`config.mk`:
```
export PLATFORM = sky130hd
export DESIGN_NAME = cipher_ctrl_regfile
export DESIGN_NICKNAME = d
export VERILOG_FILES = /design/src/rtl/ccr_pkg.sv /design/src/rtl/ccr_apb_decode.sv /design/src/rtl/ccr_cfg_store.sv /design/src/rtl/ccr_owner_fsm.sv /design/src/rtl/cipher_ctrl_regfile.sv
export SDC_FILE = /design/constraint.sdc
export NUM_CORES = 1
export LEC_CHECK = 0
export BUFFER_PORTS_ARGS = -buffer_cell sky130_fd_sc_hd__buf_2
export CAP_MARGIN = 20
export CORE_ASPECT_RATIO = 0.9
export CORE_UTILIZATION = 44
export DETAILED_ROUTE_END_ITERATION = 16
export PLACE_DENSITY = 0.86
export SYNTH_ARGS = -nofsm -noshare
export SYNTH_HDL_FRONTEND = slang
export SYNTH_SLANG_ARGS = --single-unit
export TNS_END_PERCENT = 30
```
`constraint.sdc`:
```
create_clock -name clk -period 6.91 [get_ports clk]
set_input_delay 1.382 -clock clk [delete_from_list [all_inputs] [get_ports clk]]
set_output_delay 1.382 -clock clk [all_outputs]
set_load 0.1 [all_outputs]
```
`src/rtl/ccr_pkg.sv`:
```
// Package: shared constants and types for the cipher control register file.
// Assumes 32-bit APB data and word-aligned registers.
package ccr_pkg;
    localparam int unsigned REG_W   = 32;
    localparam int unsigned NUM_REG = 3;

    // Register word indices (byte offset = index * 4)
    localparam int unsigned IDX_CTRL = 0;
    localparam int unsigned IDX_SEED = 1;
    localparam int unsigned IDX_HI   = 2;

    // Control word bit positions
    localparam int unsigned B_RST      = 0;
    localparam int unsigned B_PURGE    = 1;
    localparam int unsigned B_GO       = 2;
    localparam int unsigned B_OSC      = 3;
    localparam int unsigned B_STREAM   = 4;
    localparam int unsigned B_STALL    = 5;
    localparam int unsigned B_RATE_LO  = 6;
    localparam int unsigned B_RATE_HI  = 7;
    localparam int unsigned B_DONE     = 8;
    localparam int unsigned B_ALARM    = 9;
    localparam int unsigned B_BUSERR   = 10;
    localparam int unsigned B_STRACT   = 11;
    localparam int unsigned B_BUSY     = 12;
    localparam int unsigned B_FABCLK   = 16;
    localparam int unsigned B_CPU_REQ  = 24;
    localparam int unsigned B_CPU_REL  = 25;
    localparam int unsigned B_FAB_REQ  = 26;
    localparam int unsigned B_FAB_REL  = 27;
    localparam int unsigned B_OWN_CPU  = 28;
    localparam int unsigned B_OWN_FAB  = 29;

    typedef enum logic [1:0] {
        OWN_FREE = 2'd0,
        OWN_CPU  = 2'd1,
        OWN_FAB  = 2'd2
    } own_state_t;

    typedef struct packed {
        logic       fab_clk;
        logic [1:0] rate;
        logic       stall;
        logic       stream;
        logic       osc;
        logic       go;
        logic       purge;
        logic       rst;
    } ctrl_t;
endpackage

```
`src/rtl/ccr_apb_decode.sv`:
```
// Module: APB address decode. Produces a one-hot register hit for aligned
// accesses and a write strobe asserted in the access phase of a write.
// Assumes registers occupy consecutive words starting at offset 0.
module ccr_apb_decode #(
    parameter int unsigned ADDR_W = 12,
    parameter int unsigned NREG   = 3
) (
    input  logic              psel,
    input  logic              penable,
    input  logic              pwrite,
    input  logic [ADDR_W-1:0] paddr,
    output logic [NREG-1:0]   reg_hit,
    output logic [NREG-1:0]   reg_wr
);
    localparam int unsigned WORD_W = ADDR_W - 2;

    logic [WORD_W-1:0] word_idx;
    logic              aligned;
    logic              wr_access;

    // Split the byte address into a word index and an alignment check
    assign word_idx  = paddr[ADDR_W-1:2];
    assign aligned   = (paddr[1:0] == 2'b00);
    assign wr_access = psel & penable & pwrite;

    // One comparator per register word
    generate
        for (genvar i = 0; i < NREG; i++) begin : g_hit
            assign reg_hit[i] = aligned && (word_idx == WORD_W'(i));
            assign reg_wr[i]  = wr_access & reg_hit[i];
        end
    endgenerate
endmodule

```
`src/rtl/ccr_cfg_store.sv`:
```
// Module: storage for the writable configuration fields (control fields,
// stall seed, upper address bits). Assumes one write strobe per register.
module ccr_cfg_store
    import ccr_pkg::*;
#(
    parameter int unsigned HI_W = 6
) (
    input  logic             clk,
    input  logic             rst_n,
    input  logic             wr_ctrl,
    input  logic             wr_seed,
    input  logic             wr_hi,
    input  logic [REG_W-1:0] wdata,
    output ctrl_t            ctrl,
    output logic [REG_W-1:0] seed,
    output logic [HI_W-1:0]  hi_addr
);
    // Control fields: engine reset starts asserted, the rest start clear
    always_ff @(posedge clk) begin
        if (!rst_n) begin
            ctrl     <= '0;
            ctrl.rst <= 1'b1;
        end else if (wr_ctrl) begin
            ctrl.rst     <= wdata[B_RST];
            ctrl.purge   <= wdata[B_PURGE];
            ctrl.go      <= wdata[B_GO];
            ctrl.osc     <= wdata[B_OSC];
            ctrl.stream  <= wdata[B_STREAM];
            ctrl.stall   <= wdata[B_STALL];
            ctrl.rate    <= wdata[B_RATE_HI:B_RATE_LO];
            ctrl.fab_clk <= wdata[B_FABCLK];
        end
    end

    // Stall seed: full-width register
    always_ff @(posedge clk) begin
        if (!rst_n)       seed <= '0;
        else if (wr_seed) seed <= wdata;
    end

    // Upper address bits: only the low HI_W bits are kept
    always_ff @(posedge clk) begin
        if (!rst_n)     hi_addr <= '0;
        else if (wr_hi) hi_addr <= wdata[HI_W-1:0];
    end

    assert_ctrl_write_R2: assert property (@(posedge clk) disable iff (!rst_n)
        wr_ctrl |=> (ctrl.rst == $past(wdata[B_RST])) &&
                    (ctrl.rate == $past(wdata[B_RATE_HI:B_RATE_LO])));

    assert_seed_hold_R4: assert property (@(posedge clk) disable iff (!rst_n)
        !wr_seed |=> $stable(seed));
endmodule

```
`src/rtl/ccr_owner_fsm.sv`:
```
// Module: three-state ownership arbiter (free / processor / fabric).
// Assumes request and release inputs are sampled on every clock edge.
// Processor has priority when both sides request in the same cycle.
module ccr_owner_fsm
    import ccr_pkg::*;
(
    input  logic clk,
    input  logic rst_n,
    input  logic cpu_req,
    input  logic cpu_rel,
    input  logic fab_req,
    input  logic fab_rel,
    output logic own_cpu,
    output logic own_fab
);
    own_state_t state, state_nx;

    // Next-state rule: grant from free, release only by the holder
    always_comb begin
        state_nx = state;
        unique case (state)
            OWN_FREE: begin
                if (cpu_req)      state_nx = OWN_CPU;
                else if (fab_req) state_nx = OWN_FAB;
            end
            OWN_CPU:  if (cpu_rel) state_nx = OWN_FREE;
            OWN_FAB:  if (fab_rel) state_nx = OWN_FREE;
            default:  state_nx = OWN_FREE;
        endcase
    end

    // State register
    always_ff @(posedge clk) begin
        if (!rst_n) state <= OWN_FREE;
        else        state <= state_nx;
    end

    assign own_cpu = (state == OWN_CPU);
    assign own_fab = (state == OWN_FAB);

    assert_owner_excl_R8: assert property (@(posedge clk) disable iff (!rst_n)
        !(own_cpu && own_fab));

    assert_cpu_priority_R6: assert property (@(posedge clk) disable iff (!rst_n)
        (!own_cpu && !own_fab && cpu_req) |=> own_cpu);

    assert_fab_grant_R6: assert property (@(posedge clk) disable iff (!rst_n)
        (!own_cpu && !own_fab && !cpu_req && fab_req) |=> own_fab);

    assert_cpu_hold_R7: assert property (@(posedge clk) disable iff (!rst_n)
        (own_cpu && !cpu_rel) |=> own_cpu);

    assert_fab_hold_R7: assert property (@(posedge clk) disable iff (!rst_n)
        (own_fab && !fab_rel) |=> own_fab);

    assert_release_R7: assert property (@(posedge clk) disable iff (!rst_n)
        ((own_cpu && cpu_rel) || (own_fab && fab_rel)) |=> (!own_cpu && !own_fab));
endmodule

```
`src/rtl/cipher_ctrl_regfile.sv`:
```
// Module: top of the cipher engine control register file. Connects the APB
// decode, configuration storage and ownership arbiter, builds the read word
// and widens the engine master address. Assumes a zero-wait-state APB.
module cipher_ctrl_regfile
    import ccr_pkg::*;
#(
    parameter int unsigned ADDR_W = 12,
    parameter int unsigned HI_W   = 6,
    parameter int unsigned LO_W   = 32
) (
    input  logic                 clk,
    input  logic                 rst_n,
    input  logic                 psel,
    input  logic                 penable,
    input  logic                 pwrite,
    input  logic [ADDR_W-1:0]    paddr,
    input  logic [REG_W-1:0]     pwdata,
    output logic [REG_W-1:0]     prdata,
    output logic                 pready,
    output logic                 pslverr,
    input  logic                 eng_done,
    input  logic                 eng_alarm,
    input  logic                 eng_bus_err,
    input  logic                 eng_stream_act,
    input  logic                 eng_busy,
    input  logic                 fab_req,
    input  logic                 fab_rel,
    input  logic [LO_W-1:0]      eng_addr,
    output logic                 eng_rst,
    output logic                 eng_purge,
    output logic                 eng_go,
    output logic                 osc_on,
    output logic                 stream_en,
    output logic                 stall_en,
    output logic [1:0]           stall_rate,
    output logic                 fab_clk_sel,
    output logic [REG_W-1:0]     stall_seed,
    output logic [HI_W+LO_W-1:0] master_addr,
    output logic                 own_cpu,
    output logic                 own_fab
);
    logic [NUM_REG-1:0] reg_hit;
    logic [NUM_REG-1:0] reg_wr;
    ctrl_t              ctrl;
    logic [HI_W-1:0]    hi_addr;
    logic               cpu_req_p;
    logic               cpu_rel_p;
    logic [REG_W-1:0]   ctrl_word;
    logic [REG_W-1:0]   rd_word;

    ccr_apb_decode #(.ADDR_W(ADDR_W), .NREG(NUM_REG)) u_dec (
        .psel    (psel),
        .penable (penable),
        .pwrite  (pwrite),
        .paddr   (paddr),
        .reg_hit (reg_hit),
        .reg_wr  (reg_wr)
    );

    ccr_cfg_store #(.HI_W(HI_W)) u_store (
        .clk     (clk),
        .rst_n   (rst_n),
        .wr_ctrl (reg_wr[IDX_CTRL]),
        .wr_seed (reg_wr[IDX_SEED]),
        .wr_hi   (reg_wr[IDX_HI]),
        .wdata   (pwdata),
        .ctrl    (ctrl),
        .seed    (stall_seed),
        .hi_addr (hi_addr)
    );

    // Processor request/release exist only as one-cycle write pulses
    assign cpu_req_p = reg_wr[IDX_CTRL] & pwdata[B_CPU_REQ];
    assign cpu_rel_p = reg_wr[IDX_CTRL] & pwdata[B_CPU_REL];

    ccr_owner_fsm u_own (
        .clk     (clk),
        .rst_n   (rst_n),
        .cpu_req (cpu_req_p),
        .cpu_rel (cpu_rel_p),
        .fab_req (fab_req),
        .fab_rel (fab_rel),
        .own_cpu (own_cpu),
        .own_fab (own_fab)
    );

    // Engine control outputs straight from the stored fields
    assign eng_rst     = ctrl.rst;
    assign eng_purge   = ctrl.purge;
    assign eng_go      = ctrl.go;
    assign osc_on      = ctrl.osc;
    assign stream_en   = ctrl.stream;
    assign stall_en    = ctrl.stall;
    assign stall_rate  = ctrl.rate;
    assign fab_clk_sel = ctrl.fab_clk;

    // Widened master address: stored upper bits above the engine address
    assign master_addr = {hi_addr, eng_addr};

    // Zero-wait, error-free bus responses
    assign pready  = 1'b1;
    assign pslverr = 1'b0;

    // Assemble the control read word; reserved and pulse bits stay zero
    always_comb begin
        ctrl_word                        = '0;
        ctrl_word[B_RST]                 = ctrl.rst;
        ctrl_word[B_PURGE]               = ctrl.purge;
        ctrl_word[B_GO]                  = ctrl.go;
        ctrl_word[B_OSC]                 = ctrl.osc;
        ctrl_word[B_STREAM]              = ctrl.stream;
        ctrl_word[B_STALL]               = ctrl.stall;
        ctrl_word[B_RATE_HI:B_RATE_LO]   = ctrl.rate;
        ctrl_word[B_DONE]                = eng_done;
        ctrl_word[B_ALARM]               = eng_alarm;
        ctrl_word[B_BUSERR]              = eng_bus_err;
        ctrl_word[B_STRACT]              = eng_stream_act;
        ctrl_word[B_BUSY]                = eng_busy;
        ctrl_word[B_FABCLK]              = ctrl.fab_clk;
        ctrl_word[B_FAB_REQ]             = fab_req;
        ctrl_word[B_FAB_REL]             = fab_rel;
        ctrl_word[B_OWN_CPU]             = own_cpu;
        ctrl_word[B_OWN_FAB]             = own_fab;
    end

    // Read multiplexer driven by the one-hot register hit
    always_comb begin
        rd_word = '0;
        if (reg_hit[IDX_CTRL]) rd_word = ctrl_word;
        if (reg_hit[IDX_SEED]) rd_word = stall_seed;
        if (reg_hit[IDX_HI])   rd_word = REG_W'(hi_addr);
        prdata = psel ? rd_word : '0;
    end

    assert_hit_onehot_R9: assert property (@(posedge clk) disable iff (!rst_n)
        $onehot0(reg_hit));

    assert_unmapped_ignored_R9: assert property (@(posedge clk) disable iff (!rst_n)
        (psel && penable && pwrite && (reg_hit == '0)) |=>
            ($stable(stall_seed) && $stable(hi_addr) && $stable(ctrl)));

    assert_pulse_bits_zero_R8: assert property (@(posedge clk) disable iff (!rst_n)
        (psel && reg_hit[IDX_CTRL]) |-> (prdata[B_CPU_REQ] == 1'b0 && prdata[B_CPU_REL] == 1'b0));

    assert_hi_readback_R5: assert property (@(posedge clk) disable iff (!rst_n)
        (psel && reg_hit[IDX_HI]) |-> (prdata[REG_W-1:HI_W] == '0));
endmodule

```
==> impl_results.md <==
- Worst Path Arrival: 3.44 ns
- DR pass1 iterations: 4
- Clock power share: 38.7%
- Slew headroom: 31.8%
- Vias in the first global route: 2453
- Clk sink count: 49
- Static Leakage: 1.67 nW
- Post-DP HPWL: 5.58 mm
- Netlist Area Pre-Place: 2810 um^2
- Top fanout value on the critical path: 12
- Post-DP Area: 3280 um^2
- Total clock buffers created by CTS: 5
- Combinational share of power: 10.3%
- Final setup vio count: 0
- Hold Crit Depth: 2
- VDD IR max: 75.3 uV
- Slew @ Worst Pin: 1.02 ns
- Clock Latency Late Sink: 0.30 ns
- Commonest non-fill, non-tap cell in the layout: buf_2
- Die Span X: 86.2 um
- IO Port Bufs: 136
- Post-route ant nets: 0
- Startpoint types: primary input
- Die H: 77.8 um
- Vias: 2726
- Die ar.: 6700 um^2
- Final global-route overflow total: 0
- Routed len/inst: 15.0 um
- EDFF count, synth: 0
- RR Endpoint: u_own.state[0]
- Total Nets Final: 509
- Routed WL: 7.64 mm
- Share of post-route cells with drive strength above 1: 37.0%
- Most frequent cells in the layout: 136 x buf_2, 79 x nand2_1, 49 x dfxtp_1, 47 x mux2i_1, 25 x nand4_1
- Place WS: 2.12 ns
- TritonCTS clock tree: yes
- Drt initial violations: 113
- Fin util: 55.3%
- Maximum clock frequency: 0.207 GHz
- Core Region: 6150 um^2
- Crit end category: output pin
- Post-CTS Hold Buffers: 0
- CP startpoint: paddr[3]
- Io pins: 203
- Register-to-register setup slack: 5.84 ns
- Post-synth ARST share: 0%
- Syn Area/Cell: 8.35 um^2
- Clk root buf: clkbuf_8
- Setup TNS: 0 ns
- Yosys warns: 0
- Cells on worst reg2reg path: 2
- RSZ-0062 raised after global routing: no
- Num rows: 27
- Cell variety after synth: 30
- Pins Over Slew Limit: 0
- Sequential share of power: 51.1%
- Pwr dens: 163 nW/um^2
- Max clock buf depth: 2
- CP Class: in2out
- Fin crit period: 4.82 ns
- Routed vias/inst: 5.36
- Post-CTS Setup Bufs: 0
- Mapped Cells: 336
- Yosys reg bits: 49
- Sequential area share after synthesis: 35.0%
- Initial core utilization: 45.6%
- Outcome: complete, no violations
- Max-cap violation count: 0
- Setup crit end: prdata[27]
- GPL Wtd Cong: 0.825
- Largest net degree at the start of global routing: 85
- Worst Path Required: 5.53 ns
- Reg2reg start: u_own.state[1]
- CTS clk-pin slew, worst paths: 0.09 ns
- H-tree depth: 2
- Final period util: 69.8%
- Total global-route track usage: 22.1%
- Internal power: 0.420 mW
- Area delta synth->final: 21.1%
- First-pass GRT wire length: 11.7 mm
- P_sw: 0.135 mW
- Post-route cell area: 3400 um^2
- Ys flop type: dfxtp_1
- Initial antenna violation count: 0
- Tot Pwr: 0.555 mW
- Syn_nets: 424
- Sw Share: 24.3%
- Hold Crit Class: reg2reg
- Setup ws final: 2.09 ns
- Clock skew: 0.000349 ns
- Final Hold Viols: 0
- Resized Gates After CTS: 0
- DRC: 0
- Diode count: 0
[synthesized netlist by cell type, types with 2 or more instances]
library cell | instances | share of area (%)
o2bb2ai_1 | 6 | 1.9
a21oi_1 | 13 | 2.3
or4_1 | 2 | 0.53
buf_2 | 4 | 0.71
nor2b_1 | 4 | 0.89
and3_1 | 16 | 3.6
nor4_2 | 2 | 0.89
o2111a_1 | 6 | 2.4
and4_1 | 2 | 0.62
nor2_1 | 7 | 0.94
clkbuf_1 | 19 | 2.5
buf_4 | 38 | 10
nand4_1 | 25 | 5.6
mux2i_1 | 47 | 17
dfxtp_1 | 49 | 35
nand3b_1 | 3 | 0.80
conb_1 | 2 | 0.27
nand2_1 | 79 | 11
[worst min-delay path by stage]
stage / start / endpoint
4_1_cts: u_store.seed[14] / u_store.seed[14]
5_1_grt: u_store.seed[5] / u_store.seed[5]
3_3_place_gp: u_store.seed[17] / u_store.seed[17]
2_1_floorplan: u_own.state[0] / u_own.state[1]
3_5_place_dp: u_store.seed[14] / u_store.seed[14]
6_report: u_store.seed[14] / u_store.seed[14]
[layer usage]
metal  GRT usage, %  up-vias  wire length (um)
li1               -     1311                 -
met1           26.8     1283              3400
met2           37.8      117              3610
met3           5.43       15               487
met4           7.83        0               140
met5              0        -                 0
[layout make-up]
class / instances / area, um^2
clock buffer: 6 / 82.6
clock inverter: 2 / 37.5
fill: 615 / 2750
multi-input combinational: 224 / 1470
sequential: 49 / 981
tap: 87 / 109
timing repair buffer: 141 / 718
[metrics by stage]
| step | hold WS (ns) | std cells |
|---|---|---|
| after floorplan | 0.526 | 336 |
| after global placement | 0.452 | 501 |
| after detailed placement | 0.460 | 501 |
| after CTS | 0.475 | 509 |
| after global routing | 0.499 | 509 |
| final | 0.473 | 509 |
[power groups by stage]
stage / clock (mW) / sequential, mW / combinational (mW)
floorplan: 0 / 0.290 / 0.120
global placement: 0 / 0.290 / 0.0550
detailed placement: 0 / 0.290 / 0.0564
CTS: 0.220 / 0.283 / 0.0566
global route: 0.234 / 0.283 / 0.0616
finish: 0.214 / 0.283 / 0.0569
[flip-flops by register name (all words and copies together) (netlist names)]
register	count
u_own.state	2
u_store.ctrl	9
u_store.hi_addr	6
u_store.seed	32
[cell families after synthesis]
group                  after synthesis  synth area share, %
DFF                                 49                 35.0
other                                2                0.268
muxes                               47                 16.8
and+or+nand+nor                    146                 26.4
buffers and inverters               63                 14.0
AOI/OAI and AO/OA                   29                 7.67
[critical path, stage by stage]
cell and delay (ns):
buf_2 0.19, or4b_1 0.63, o31ai_2 0.80, a21oi_1 0.09, buf_2 0.34
No activity file was read; power rests on OpenSTA's default activity.
